File: config.mk
export PLATFORM = sky130hd
export DESIGN_NAME = dst_addr_filter
export DESIGN_NICKNAME = d
export VERILOG_FILES = /design/src/rtl/daf_pkg.sv /design/src/rtl/daf_crc_byte.sv /design/src/rtl/daf_classify.sv /design/src/rtl/dst_addr_filter.sv
export SDC_FILE = /design/constraint.sdc
export NUM_CORES = 1
export LEC_CHECK = 0
export BUFFER_PORTS_ARGS = -buffer_cell sky130_fd_sc_hd__buf_2
export CAP_MARGIN = 25
export CORE_MARGIN = 2
export CORE_UTILIZATION = 25
export DETAILED_ROUTE_END_ITERATION = 7
export PLACE_DENSITY = 0.49
export SYNTH_ARGS = -nofsm -noshare
export SYNTH_HDL_FRONTEND = slang
export SYNTH_HIERARCHICAL = 1
export SYNTH_SLANG_ARGS = --single-unit
File: constraint.sdc
create_clock -name clk -period 4 [get_ports clk]
set_input_delay 1.2 -clock clk [delete_from_list [all_inputs] [get_ports clk]]
set_output_delay 1.2 -clock clk [all_outputs]
set_load 0.02 [all_outputs]
File: src/rtl/daf_pkg.sv
package daf_pkg;
    localparam int CRC_W = 32;
    localparam logic [CRC_W-1:0] CRC_POLY = 32'h04C11DB6;
    localparam logic [CRC_W-1:0] CRC_SEED = '1;

    typedef struct packed {
        logic valid;
        logic accept;
        logic group;
    } decision_t;
endpackage

File: src/rtl/daf_crc_byte.sv
module daf_crc_byte
    import daf_pkg::*;
#(
    parameter int DATA_W = 8
) (
    input  logic [CRC_W-1:0]  crc_i,
    input  logic [DATA_W-1:0] data_i,
    output logic [CRC_W-1:0]  crc_o
);
    // Eight serial steps unrolled into one combinational stage, LSB first.
    always_comb begin
        logic [CRC_W-1:0] c;
        logic             fb;
        c = crc_i;
        for (int j = 0; j < DATA_W; j++) begin
            fb = c[CRC_W-1] ^ data_i[j];
            c  = {c[CRC_W-2:0], 1'b0};
            if (fb) begin
                c = (c ^ CRC_POLY) | {{(CRC_W-1){1'b0}}, 1'b1};
            end
        end
        crc_o = c;
    end
endmodule

File: src/rtl/daf_classify.sv
module daf_classify #(
    parameter int HASH_BITS = 6,
    localparam int MASK_W = 1 << HASH_BITS
) (
    input  logic                 promisc_i,
    input  logic                 bcast_en_i,
    input  logic                 mcast_en_i,
    input  logic                 is_bcast_i,
    input  logic                 is_group_i,
    input  logic                 uc_match_i,
    input  logic [HASH_BITS-1:0] hash_idx_i,
    input  logic [MASK_W-1:0]    hash_mask_i,
    output logic                 accept_o
);
    always_comb begin
        if (promisc_i) begin
            accept_o = 1'b1;
        end else if (is_bcast_i) begin
            accept_o = bcast_en_i;
        end else if (is_group_i) begin
            accept_o = mcast_en_i & hash_mask_i[hash_idx_i];
        end else begin
            accept_o = uc_match_i;
        end
    end
endmodule

File: src/rtl/dst_addr_filter.sv
module dst_addr_filter
    import daf_pkg::*;
#(
    parameter int ADDR_BYTES = 6,
    parameter int HASH_BITS  = 6,
    localparam int ADDR_W = ADDR_BYTES * 8,
    localparam int MASK_W = 1 << HASH_BITS,
    localparam int CNT_W  = $clog2(ADDR_BYTES + 1)
) (
    input  logic              clk,
    input  logic              rst_n,
    input  logic              byte_valid,
    input  logic              byte_first,
    input  logic              byte_last,
    input  logic [7:0]        byte_data,
    input  logic              cfg_promisc,
    input  logic              cfg_bcast_en,
    input  logic              cfg_mcast_en,
    input  logic [ADDR_W-1:0] station_addr,
    input  logic [MASK_W-1:0] hash_mask,
    output logic              decision_valid,
    output logic              accept,
    output logic              is_group
);
    localparam logic [CNT_W-1:0] LAST_POS = CNT_W'(ADDR_BYTES);

    typedef struct packed {
        logic             active;
        logic [CNT_W-1:0] cnt;
        logic [CRC_W-1:0] crc;
        logic             bcast;
        logic             ucast;
        logic             group;
        decision_t        dec;
    } state_t;

    state_t st_d, st_q;

    logic             take_first, take_next;
    logic [CNT_W-1:0] pos, pos_nx;
    logic [CRC_W-1:0] crc_in, crc_nx;
    logic [7:0]       own_byte;
    logic             bcast_nx, ucast_nx, group_nx, cls_accept;

    assign take_first = byte_valid & byte_first;
    assign take_next  = byte_valid & ~byte_first & st_q.active;
    assign pos        = take_first ? '0 : st_q.cnt;
    assign pos_nx     = pos + CNT_W'(1);
    assign crc_in     = take_first ? CRC_SEED : st_q.crc;
    assign own_byte   = station_addr[{pos, 3'b000} +: 8];
    assign bcast_nx   = (take_first | st_q.bcast) & (byte_data == 8'hFF);
    assign ucast_nx   = (take_first | st_q.ucast) & (byte_data == own_byte);
    assign group_nx   = take_first ? byte_data[0] : st_q.group;

    daf_crc_byte #(.DATA_W(8)) crc_i (
        .crc_i  (crc_in),
        .data_i (byte_data),
        .crc_o  (crc_nx)
    );

    daf_classify #(.HASH_BITS(HASH_BITS)) cls_i (
        .promisc_i   (cfg_promisc),
        .bcast_en_i  (cfg_bcast_en),
        .mcast_en_i  (cfg_mcast_en),
        .is_bcast_i  (bcast_nx),
        .is_group_i  (group_nx),
        .uc_match_i  (ucast_nx),
        .hash_idx_i  (crc_nx[CRC_W-1 -: HASH_BITS]),
        .hash_mask_i (hash_mask),
        .accept_o    (cls_accept)
    );

    always_comb begin
        st_d     = st_q;
        st_d.dec = '0;
        if (take_first || take_next) begin
            st_d.active = 1'b1;
            st_d.cnt    = pos_nx;
            st_d.crc    = crc_nx;
            st_d.bcast  = bcast_nx;
            st_d.ucast  = ucast_nx;
            st_d.group  = group_nx;
            if (pos_nx == LAST_POS) begin
                st_d.active     = 1'b0;
                st_d.dec.valid  = 1'b1;
                st_d.dec.accept = cls_accept;
                st_d.dec.group  = group_nx;
            end else if (byte_last) begin
                st_d.active    = 1'b0;
                st_d.dec.valid = 1'b1;
            end
        end
    end

    always_ff @(posedge clk or negedge rst_n) begin
        if (!rst_n) begin
            st_q <= '0;
        end else begin
            st_q <= st_d;
        end
    end

    assign decision_valid = st_q.dec.valid;
    assign accept         = st_q.dec.accept;
    assign is_group       = st_q.dec.group;
endmodule

Yosys cells after proc, flatten, opt, wreduce, memory -nomap -nowiden --
Cells that the tools add are included.
Word-level totals: bits of input ports 128, output and inout port bits 3, flip-flop bits (word level) 42
Operators by class: $add $sub $neg 1, shift-type cells 1, $lt $le $gt $ge 1, reduce and logical (&&, ||, !) cells 1, multiplexer cells 22, bitwise gates (word level) 25, equality and inequality tests 3
Operators with widths (count):
- $mux W27 | 8
- $not A13 Y13 | 8
- $shiftx A48 B7 Y8 | 1
- $mux W32 | 1
- $mux W1 | 9
- $eq A8 B8 Y1 | 1
- $eq A8 B8 Y1 const B | 1
- $xor A1 B1 Y1 | 8
- $lt A6 B7 Y1 const B | 1
- $and A1 B1 Y1 | 6
- $bmux W1 S6 | 1
- $mux W3 | 2
- $add A3 B1 Y3 const B | 1
- $eq A3 B3 Y1 const B | 1
- $mux W2 | 1
- $or A1 B1 Y1 | 2
- $logic_or A1 B1 Y1 | 1
- $not A1 Y1 | 1

Logic depth before layout (Yosys ltp) --
depth after elaboration 26, mapped depth 17, gate-level depth less buffers 12

Modules after synthesis --
The synthesis kept the hierarchy.
Modules (own cells, without submodules):
- dst_addr_filter | sequential area each 1051.0 um^2, area each 2546.2 um^2, cells an instance 320, times used 1
- daf_crc_byte | sequential area each 0.0 um^2, area each 744.5 um^2, cells an instance 70, times used 1
- daf_classify | sequential area each 0.0 um^2, area each 594.3 um^2, cells an instance 51, times used 1

Worst setup path after synthesis --
Ideal clock, no wire load.
path type input to register, from in byte_first, to reg st_q, in the netlist accept, required time 3.881 ns, cell stages on the path 15, arrival 4.658 ns, path slack -0.777 ns, cells stage by stage buf_4 nand2_4 clkbuf_1 clkbuf_1 nand2b_1 xnor2_2 xnor2_1 xnor2_1 xnor2_1 buf_2 mux4_2 mux4_2 o21ai_1 o211ai_1 and2_1
RTL lines:
- start: declaration | RTL line dst_addr_filter.sv:13 | input logic byte_first,
- end signal: assignment | RTL line dst_addr_filter.sv:99 | st_q <= st_d;
- end: declaration | RTL line dst_addr_filter.sv:37 | state_t st_d, st_q;

==> impl_metrics.prom <==
# TYPE chip_impl_metric gauge
chip_impl_info{name="synth.area.top_cells",value="dfrtp_1 27%, xnor2_1 13%, nand2_1 11%"} 1
chip_impl_metric{name="crit_fanout",unit=""} 11
chip_impl_metric{name="grt_first_pass_wirelength",unit="um"} 18320
chip_impl_metric{name="powerDensity",unit="nW/um^2"} 1048
chip_impl_metric{name="post-place-cells",unit=""} 770
chip_impl_metric{name="synthMuxAreaShare",unit="%"} 13.37
chip_impl_metric{name="avg_wl_per_cell",unit="um"} 14.49
chip_impl_metric{name="max_freq",unit="MHz"} 262.9
chip_impl_metric{name="setup_viol_count_final",unit=""} 0
chip_impl_info{name="critPathKind",value="input port to register"} 1
chip_impl_info{name="beginning_of_the_critical_path",value="byte_valid"} 1
chip_impl_metric{name="fillers",unit=""} 1577
chip_impl_metric{name="r2r_slack",unit="ps"} 980
chip_impl_metric{name="synthSimpleGateAreaFrac",unit="%"} 23.99
chip_impl_metric{name="starting_utilization_of_the_core_area",unit="%"} 25.56
chip_impl_info{name="critPathCapture",value="accept"} 1
chip_impl_info{name="cts_tree",value="done"} 1
chip_impl_metric{name="worst_case_clock_buffer_depth",unit=""} 2
chip_impl_metric{name="asyncSetResetFlopFracSynth",unit="%"} 100.0
chip_impl_metric{name="final_layout_size_suffix_gt1_share",unit="%"} 36.95
chip_impl_metric{name="cts_inserted_buffers",unit=""} 5
chip_impl_metric{name="final_cell_count_no_fill",unit=""} 778
chip_impl_info{name="setup_repair_after_global_routing_missed_its_margin",value="false"} 1
chip_impl_metric{name="synth_seq_cells",unit=""} 42
chip_impl_info{name="synth_common_cells",value="112 x nand2_1, 58 x xnor2_1, 42 x dfrtp_1, 34 x nand2b_1, 25 x a21oi_1"} 1
chip_impl_metric{name="num_antenna_cells",unit=""} 0
chip_impl_metric{name="route.vias.total",unit=""} 3603
chip_impl_metric{name="clk_latency",unit="ps"} 280
chip_impl_metric{name="worst_ep_required_time",unit="ps"} 4170
chip_impl_metric{name="track_usage",unit="%"} 13.82
chip_impl_metric{name="drt-vias-per-instance",unit=""} 4.631
chip_impl_info{name="synth.most_common_cell",value="nand2_1"} 1
chip_impl_metric{name="synth_sequential_area_ratio",unit="%"} 27.05
chip_impl_metric{name="detail_route.wirelength",unit="um"} 11280
chip_impl_metric{name="cts.clk_slew.worst_paths",unit="ps"} 60
chip_impl_metric{name="setup_tns",unit="ps"} 0
chip_impl_info{name="status",value="completed"} 1
chip_impl_metric{name="reg2regPathDepth",unit=""} 13
chip_impl_info{name="startpoint_type",value="input port"} 1
chip_impl_metric{name="synth-edff-count",unit=""} 0
chip_impl_info{name="r2r-end",value="accept"} 1
chip_impl_metric{name="timing.max_slew.rel_slack",unit="%"} 50.53
chip_impl_metric{name="tritoncts_num_sinks",unit=""} 42
chip_impl_metric{name="yosys.cell_types.count",unit=""} 52
chip_impl_metric{name="drt_pass1_iterations",unit=""} 5
chip_impl_metric{name="syn-instance-count",unit=""} 441
chip_impl_metric{name="dp_hpwl",unit="um"} 8918
chip_impl_metric{name="via_count_of_the_first_global_routing_pass",unit=""} 3624
chip_impl_metric{name="area_delta_synth_final",unit="%"} 35.10
chip_impl_metric{name="die_width",unit="um"} 128.7
chip_impl_metric{name="gp_congestion",unit=""} 0.8049
chip_impl_metric{name="cell_rows",unit=""} 45
chip_impl_metric{name="core-area",unit="um^2"} 15200
chip_impl_metric{name="io_buffer_count",unit=""} 130
chip_impl_metric{name="total_die_area",unit="um^2"} 16550
chip_impl_metric{name="synth_fp_nets",unit=""} 571
chip_impl_metric{name="post_synth.cell_area_avg",unit="um^2"} 8.809
chip_impl_metric{name="timing.hold.ws",unit="ps"} 462.9
chip_impl_metric{name="hold_viol_final",unit=""} 0
chip_impl_metric{name="timing.final.crit_period",unit="ps"} 3803
chip_impl_metric{name="number_of_max_capacitance_violations_reported",unit=""} 0
chip_impl_info{name="synth_area_leader_cell",value="dfrtp_1"} 1
chip_impl_metric{name="report.final.slew_viol_count",unit=""} 0
chip_impl_metric{name="synth-compound-area-share",unit="%"} 9.952
chip_impl_metric{name="initialDrtViolationCount",unit=""} 129
chip_impl_metric{name="skew",unit="ps"} 4.776
chip_impl_metric{name="total_leakage_power",unit="nW"} 2.523
chip_impl_metric{name="drc_errors",unit=""} 0
chip_impl_metric{name="post-synth-top-area-fraction",unit="%"} 27.05
chip_impl_info{name="timing.rr.start",value="st_q[38]"} 1
chip_impl_info{name="ys.flop_type",value="dfrtp_1"} 1
chip_impl_metric{name="die_h",unit="um"} 128.7
chip_impl_metric{name="critical_path_arrival",unit="ps"} 3970
chip_impl_metric{name="cts_htree_levels",unit=""} 2
chip_impl_metric{name="synth_fa_ha_area_share",unit="%"} 0.6441
chip_impl_info{name="root_buffer",value="clkbuf_16"} 1
chip_impl_metric{name="timing.final.crit_share",unit="%"} 95.08
chip_impl_metric{name="grt_antenna_before_repair",unit=""} 0
chip_impl_info{name="main_combinational_cell_family_by_area_after_synthesis",value="simple AND/OR/NAND/NOR gates"} 1
chip_impl_metric{name="post_synth_xor_area_fraction",unit="%"} 20.87
chip_impl_metric{name="max-vdd-ir-drop",unit="mV"} 0.4865
chip_impl_metric{name="netlist_area",unit="um^2"} 3885
chip_impl_metric{name="final_net_count",unit=""} 720
chip_impl_metric{name="io_pins",unit=""} 131
chip_impl_metric{name="synthesis.yosys.warnings",unit=""} 6
chip_impl_metric{name="ant_nets",unit=""} 0
chip_impl_metric{name="tightestPinTransition",unit="ps"} 742.1
chip_impl_info{name="endpoint_kind",value="register"} 1
chip_impl_metric{name="overflow",unit=""} 0
chip_impl_metric{name="grt_start_max_net_pins",unit=""} 43
chip_impl_info{name="worst_hold_path_type",value="register to register"} 1
-- per-stage QoR --
step	util, %	power (W)	setup slack, ps	cell area [um^2]
final	34.53	0.005500	196.8	5249
after CTS	34.32	0.005545	117.9	5218
after detailed placement	33.21	0.005043	-161.1	5049
after global placement	33.21	0.004998	-92.56	5049
after global routing	34.53	0.006009	15.64	5249
after floorplan	-	0.004016	-258.9	4039
-- where the power goes --
part / leakage [nW] / total (W) / internal, W / switching [W]
clock: 0.0829 / 0.000471 / 0.000308 / 0.000163
sequential: 0.522 / 0.000763 / 0.000616 / 0.000147
combinational: 1.92 / 0.00426 / 0.00238 / 0.00188
total: 2.52 / 0.00550 / 0.00331 / 0.00219
-- placed cells by master, fill, tap and decap left out, types with 5 or more instances in the layout --
cell type,n
nor2b_1,6
nor2_1,20
nand3_1,5
nand4_1,6
buf_2,130
nand2_1,112
mux2i_1,11
a21oi_1,25
xor2_1,6
xnor2_4,7
o32ai_1,6
nand2b_1,30
clkbuf_16,5
xnor2_1,54
a211oi_1,6
mux4_2,15
buf_4,36
dfrtp_1,42
-- worst min-delay path by stage --
| stage | startpoint | endpoint | slack [ps] | cells past startpoint |
|---|---|---|---|---|
| 3_3_place_gp | st_q[22] | st_q[22] | 450 | 2 |
| 3_5_place_dp | st_q[22] | st_q[22] | 450 | 2 |
| 2_1_floorplan | st_q[26] | st_q[26] | 440 | 2 |
| 5_1_grt | st_q[10] | st_q[10] | 490 | 2 |
| 6_report | st_q[15] | st_q[15] | 460 | 2 |
| 4_1_cts | st_q[22] | st_q[22] | 470 | 2 |
-- routing by layer --
| layer | vias up | part of all wire (%) | GRT usage [%] |
|---|---|---|---|
| met5 | - | 0 | 0 |
| met4 | 0 | 0.66 | 2.621 |
| met3 | 4 | 5.0 | 1.455 |
| met2 | 107 | 46 | 23.78 |
| met1 | 1701 | 48 | 18.95 |
| li1 | 1791 | - | - |
-- sequential cells by signal, summed over array words and instances (netlist names) --
register and count:
st_q 39, decision_valid 1, is_group 1, accept 1
-- worst max-delay path: stages --
cell and delay [ps]:
buf_2 140, nand2_8 130, buf_4 140, nand2b_4 70, xnor2_4 180, xnor3_1 380
xor2_2 300, mux4_2 550, mux4_2 470, o21ai_1 140, o211ai_1 90, and2_1 170
-- logic make-up (layout without fill, tap and decap cells) --
family                   after synthesis  after routing
AND/OR/NAND/NOR                      200            200
XOR/XNOR                              77             77
AO/OA/AOI/OAI                         59             59
flip-flops                            42             42
buffers and inverters                 31            180
multiplexers                          30             30
adder cells (fa/ha/maj)                2              2
-- repair_timing --
action	in CTS	in global routing
buffers inserted	0	0
resized for setup	0	1
hold buffers	0	0
setup endpoints to repair	0	1
-- cell type report --
class,count,area [um^2],area share [%]
Multi-Input combinational cell,368,2814,53.61
Sequential cell,42,1051,20.02
Timing Repair Buffer,168,960.9,18.31
Tap cell,188,235.2,4.482
Clock buffer,6,138.9,2.646
Clock inverter,1,30.03,0.5721
Inverter,5,18.77,0.3576
Note: power is estimated with default switching activity, not from simulation.
